## config.mk

```make
export PLATFORM = sky130hd
export DESIGN_NAME = sum4_pipe
export DESIGN_NICKNAME = d
export VERILOG_FILES = /design/src/rtl/sum4_pkg.sv /design/src/rtl/sum4_history.sv /design/src/rtl/sum4_stage1.sv /design/src/rtl/sum4_stage2.sv /design/src/rtl/sum4_pipe.sv
export SDC_FILE = /design/constraint.sdc
export NUM_CORES = 1
export LEC_CHECK = 0
export ABC_AREA = 1
export BUFFER_PORTS_ARGS = -buffer_cell sky130_fd_sc_hd__buf_2
export CAP_MARGIN = 10
export CELL_PAD_IN_SITES_DETAIL_PLACEMENT = 0
export CELL_PAD_IN_SITES_GLOBAL_PLACEMENT = 2
export CORE_ASPECT_RATIO = 1.5
export CORE_MARGIN = 4
export CORE_UTILIZATION = 32
export CTS_CLUSTER_SIZE = 24
export DETAILED_ROUTE_END_ITERATION = 16
export PLACE_DENSITY_LB_ADDON = 0.1
export SYNTH_ARGS = -nofsm -noshare
export SYNTH_HDL_FRONTEND = slang
export SYNTH_SLANG_ARGS = --single-unit
```

## constraint.sdc

```tcl
create_clock -name clk -period 1.6 [get_ports clk]
set_clock_uncertainty 0.05 [all_clocks]
set_input_delay 0.08 -clock clk [delete_from_list [all_inputs] [get_ports clk]]
set_output_delay 0.08 -clock clk [all_outputs]
set_load 0.05 [all_outputs]
```

## src/rtl/sum4_pkg.sv

```systemverilog
package sum4_pkg;
  // number of taps in the window and earlier samples needed for a valid result
  localparam int unsigned TAPS = 4;
  localparam int unsigned FILL = TAPS - 1;
  // fill counter saturates one past the threshold
  localparam int unsigned CNT_MAX = TAPS;
  localparam int unsigned CNT_W = $clog2(CNT_MAX + 1);

  typedef logic [CNT_W-1:0] fill_cnt_t;
endpackage

```

## src/rtl/sum4_history.sv

```systemverilog
module sum4_history
  import sum4_pkg::*;
#(
  parameter int unsigned DATA_W = 8
) (
  input  logic              clk,
  input  logic              rst_n,
  input  logic              acc,
  input  logic [DATA_W-1:0] din,
  output logic [DATA_W-1:0] tap1,
  output logic [DATA_W-1:0] tap2,
  output logic [DATA_W-1:0] tap3,
  output logic              full
);
  logic [DATA_W-1:0] hist_q [1:FILL];
  logic [DATA_W-1:0] hist_d [1:FILL];
  fill_cnt_t cnt_q, cnt_d;

  // shift chain: slot 1 takes the new sample, slot k takes slot k-1
  always_comb hist_d[1] = acc ? din : hist_q[1];

  for (genvar k = 2; k <= FILL; k++) begin : g_shift
    always_comb hist_d[k] = acc ? hist_q[k-1] : hist_q[k];
  end

  for (genvar k = 1; k <= FILL; k++) begin : g_reg
    always_ff @(posedge clk or negedge rst_n) begin
      if (!rst_n) hist_q[k] <= '0;
      else        hist_q[k] <= hist_d[k];
    end
  end

  always_comb begin
    cnt_d = cnt_q;
    if (acc && (cnt_q != fill_cnt_t'(CNT_MAX)))
      cnt_d = cnt_q + fill_cnt_t'(1);
  end

  always_ff @(posedge clk or negedge rst_n) begin
    if (!rst_n) cnt_q <= '0;
    else        cnt_q <= cnt_d;
  end

  assign tap1 = hist_q[1];
  assign tap2 = hist_q[2];
  assign tap3 = hist_q[3];
  assign full = (cnt_q >= fill_cnt_t'(FILL));

  AST_CNT_BOUND: assert property (@(posedge clk) disable iff (!rst_n)
    cnt_q <= fill_cnt_t'(CNT_MAX));
  AST_HIST_IDLE: assert property (@(posedge clk) disable iff (!rst_n)
    !acc |=> $stable(tap1) && $stable(tap2) && $stable(tap3));
  AST_FULL_STICKY: assert property (@(posedge clk) disable iff (!rst_n)
    full |=> full);
endmodule

```

## src/rtl/sum4_stage1.sv

```systemverilog
module sum4_stage1 #(
  parameter int unsigned DATA_W = 8
) (
  input  logic              clk,
  input  logic              rst_n,
  input  logic              acc,
  input  logic [DATA_W-1:0] din,
  input  logic [DATA_W-1:0] tap1,
  input  logic [DATA_W-1:0] tap2,
  input  logic [DATA_W-1:0] tap3,
  input  logic              full,
  output logic [DATA_W-1:0] pair_new,
  output logic [DATA_W-1:0] pair_old,
  output logic              vld
);
  logic [DATA_W-1:0] new_d, old_d;
  logic              vld_d;

  always_comb begin
    new_d = pair_new;
    old_d = pair_old;
    vld_d = vld;
    if (acc) begin
      new_d = din + tap1;
      old_d = tap2 + tap3;
      vld_d = full;
    end
  end

  always_ff @(posedge clk or negedge rst_n) begin
    if (!rst_n) begin
      pair_new <= '0;
      pair_old <= '0;
      vld      <= 1'b0;
    end else begin
      pair_new <= new_d;
      pair_old <= old_d;
      vld      <= vld_d;
    end
  end
endmodule

```

## src/rtl/sum4_stage2.sv

```systemverilog
module sum4_stage2 #(
  parameter int unsigned DATA_W = 8
) (
  input  logic              clk,
  input  logic              rst_n,
  input  logic              acc,
  input  logic [DATA_W-1:0] pair_new,
  input  logic [DATA_W-1:0] pair_old,
  input  logic              vld_in,
  output logic [DATA_W-1:0] sum_q,
  output logic              vld_q
);
  logic [DATA_W-1:0] sum_d;
  logic [DATA_W-1:0] total;
  logic              vld_d;

  assign total = pair_new + pair_old;

  always_comb begin
    sum_d = sum_q;
    vld_d = vld_q;
    if (acc) begin
      sum_d = vld_in ? total : '0;
      vld_d = vld_in;
    end
  end

  always_ff @(posedge clk or negedge rst_n) begin
    if (!rst_n) begin
      sum_q <= '0;
      vld_q <= 1'b0;
    end else begin
      sum_q <= sum_d;
      vld_q <= vld_d;
    end
  end
endmodule

```

## src/rtl/sum4_pipe.sv

```systemverilog
module sum4_pipe
  import sum4_pkg::*;
#(
  parameter int unsigned DATA_W = 8
) (
  input  logic              clk,
  input  logic              rst_n,
  input  logic              in_valid,
  input  logic [DATA_W-1:0] in_data,
  output logic              out_valid,
  output logic [DATA_W-1:0] out_data
);
  logic [DATA_W-1:0] tap1, tap2, tap3;
  logic              full;
  logic [DATA_W-1:0] pair_new, pair_old;
  logic              s1_vld;

  sum4_history #(.DATA_W(DATA_W)) u_hist (
    .clk(clk), .rst_n(rst_n), .acc(in_valid), .din(in_data),
    .tap1(tap1), .tap2(tap2), .tap3(tap3), .full(full)
  );

  sum4_stage1 #(.DATA_W(DATA_W)) u_s1 (
    .clk(clk), .rst_n(rst_n), .acc(in_valid), .din(in_data),
    .tap1(tap1), .tap2(tap2), .tap3(tap3), .full(full),
    .pair_new(pair_new), .pair_old(pair_old), .vld(s1_vld)
  );

  sum4_stage2 #(.DATA_W(DATA_W)) u_s2 (
    .clk(clk), .rst_n(rst_n), .acc(in_valid),
    .pair_new(pair_new), .pair_old(pair_old), .vld_in(s1_vld),
    .sum_q(out_data), .vld_q(out_valid)
  );

  AST_INVALID_ZERO: assert property (@(posedge clk) disable iff (!rst_n)
    !out_valid |-> out_data == '0);
  AST_OUT_IDLE: assert property (@(posedge clk) disable iff (!rst_n)
    !in_valid |=> $stable(out_data) && $stable(out_valid));
  AST_VALID_STICKY: assert property (@(posedge clk) disable iff (!rst_n)
    out_valid |=> out_valid);
  AST_RISE_ON_ACCEPT: assert property (@(posedge clk) disable iff (!rst_n)
    $rose(out_valid) |-> $past(in_valid));
endmodule

```

==> run metrics <==
outcome=completed; RSZ-0062 raised after global routing=yes; synth top area cells=dfrtp_1, nand2_1, ha_1; FF/Latch Area=between 1000 and 1500 um^2; Max-slew headroom=80.5%; largest net degree at the start of global routing=54; post-synth top area cell=dfrtp_1; Num CTS Buffers=5; setup tns final=0 ps; nets=around 460; initial drt markers=88; vias in the first global route=2433; layout cell share with drive strength beyond 1=approximately 15%; Ports=20; Least-Margin Pin Slew=292 ps; Post-Route WL=between 6000 and 7000 um; CP endpoint kind=register; Placed Cells=512; Gate power share=38.6%; P_leak=between 1.5 and 2 nW; CTS Sinks=53; mapped cell area=3010 um^2; Via Count=2393; routed len/inst=12.7 um; Post-route DRC=0; Worst setup SP type=register; total net switching power=around 1.9 mW; #FFs+latches synth=53; crit-path max FO=2; top_reg_cell synth=dfrtp_1; DR vias/cell=4.48; Synth Area per Inst=between 7 and 8 um^2; CTS tree=built; Hold Crit Depth=3; most frequent cell after synthesis=nand2_1; CTS Buffer Depth=2; max cap viols=0; Initial Util=between 30% and 40%; Final period util=94.8%; Syn Inst Count=approximately 380; Flop pwr share=38.1%; Setup WS pre-CTS=-35.3 ps; global route overflow=0; fillcell total=942; power density over the cells=between 1000 and 1500 nW/um^2; sw frac=between 30% and 40%; Worst-Skew Late Latency=300 ps; peak supply drop=0.000740 V; multi-input logic area=1570 um^2; internal power=2.97 mW; Cell Rows=43; GPL Wtd Cong=0.711; critical path class=reg2reg; P&R area growth vs syn=21.5%; yosys warns=0; Max Fclk=approximately 0.66 GHz; Syn Nets=422; register area share after synthesis=44.0%; Max Slew Vio Count=0; Clk pwr share=a little under a quarter; antenna-violating nets left=0; Detail Placement HPWL=4900 um; first-pass GRT wire length=11600 um; aggregate global-route resource usage=13.6%; Hold Path Class=in2reg; Finished Layout Cells=534; die height=about 130 um; Core ar.=9200 um^2; First-pass DRT Iterations=4; Reg2Reg Depth=7; Data arrival, critical path=1690 ps; ys async rst share=100%; Power Total=slightly below 5 mW; die area=11100 um^2; Reg clk slew, reported paths=70 ps; Post-synth top cells=nand2_1, dfrtp_1, inv_1; I/O Buffers=19; distinct cell type count after synthesis=22; DIE WIDTH=around 87 um; clock root buffer=clkbuf_16; Req. time, crit path=about 1800 ps; number of synthesized flops with an enable pin=0; final count of hold timing violations=0; initial antenna violation count=0; n_diodes=0; Setup WS post-layout=83.5 ps; Synth top area share=44.0%; final setup violation count=0; Tmin final=1520 ps; H-tree levels=2
## power by group through the flow
stage / combinational [mW] / clock, mW / sequential (mW)
final: 1.87 / 1.13 / 1.85
after global routing: 2.15 / 1.23 / 1.90
after CTS: 1.82 / 1.18 / 1.85
after detailed placement: 1.79 / 0 / 1.87
after global placement: 1.79 / 0 / 1.86
after floorplan: 1.00 / 0 / 2.18
## registers in the layout, summed over array words and instances, names as in the netlist
signal / flops
u_s2.vld_q: 1
u_hist.tap1: 8
u_s1.vld: 1
u_s1.pair_new: 8
u_hist.cnt_q: 3
u_s1.pair_old: 8
u_hist.tap2: 8
u_s2.sum_q: 8
u_hist.tap3: 8
## kinds of logic after synthesis
| family | count (synthesis) | synth area share (%) |
|---|---|---|
| AOI/OAI and AO/OA | 43 | 7.40 |
| adders and majority gates | 27 | 12.0 |
| buffers and inverters | 56 | 7.56 |
| DFF | 53 | 44.0 |
| and+or+nand+nor | 199 | 27.3 |
| xor gates and xnor gates | 6 | 1.74 |
## cells in the final DEF, fill, tap and decap left out, types with 4 or more instances in the layout
cell	netlist	final
buf_4	0	9
nand2_1	147	146
o21ai_0	23	22
ha_1	24	12
ha_2	0	5
ha_4	0	7
inv_1	46	44
nand3b_1	4	4
dlygate4sd3_1	0	9
buf_2	8	19
xor2_1	5	5
o21ai_1	6	7
a21oi_1	12	11
nor2_1	17	17
dfrtp_1	53	53
nand3_1	21	21
clkbuf_16	0	5
## layout make-up
cell class	count	area share, %
multi-input combinational	275	42.9
sequential	53	36.2
timing repair buffer	39	8.00
inverter	47	4.82
tap	112	3.83
clock buffer	6	3.79
clock inverter	2	0.376
## timing repair
| action | in CTS | in global routing |
|---|---|---|
| pin swaps | 0 | 3 |
| hold buffers | 9 | 0 |
| buffers inserted | 1 | 4 |
| cloned | 0 | 0 |
| gates resized for setup | 2 | 19 |
| hold endpoints to repair | 61 | 0 |
| setup endpoints to repair | 2 | 11 |
## final timing paths
kind / to / startpoint / slack, ps
setup / recovery: u_s1.pair_old[4] / u_hist.tap2[0] / 80
hold / removal: u_hist.tap1[7] / in_valid / 80
setup reg to reg: u_s1.pair_old[4] / u_hist.tap2[0] / 80
hold reg to reg: u_s2.sum_q[5] / u_s2.sum_q[5] / 420
max in group asynchronous: u_s1.pair_new[5] / rst_n / 1000
min in group asynchronous: u_s2.sum_q[1] / rst_n / 250
## stage by stage
stage                     instance area (um^2)  util, %  hold WS, ps
after floorplan                           3010        -         -266
after global placement                    3270     35.5         57.4
after detailed placement                  3270     35.5         56.5
after CTS                                 3520     38.3         78.7
after global routing                      3660     39.8         99.2
final                                     3660     39.8         82.1
## metal layers
metal  vias up  routed length [um]  GRT usage [%]
met5         -                   0              0
met4         0                 114           4.61
met3         7                 141           2.53
met2        17                3580           24.7
met1      1088                2930           15.7
li1       1281                   -              -
## critical path: stages (launching register included)
cell     delay (ps)
dfrtp_1         350
ha_2            180
inv_1            50
fa_2            340
nor2_1          140
nor2_1           70
xor2_1          140
o21ai_1         110
Note: power is estimated with default switching activity, not from simulation.
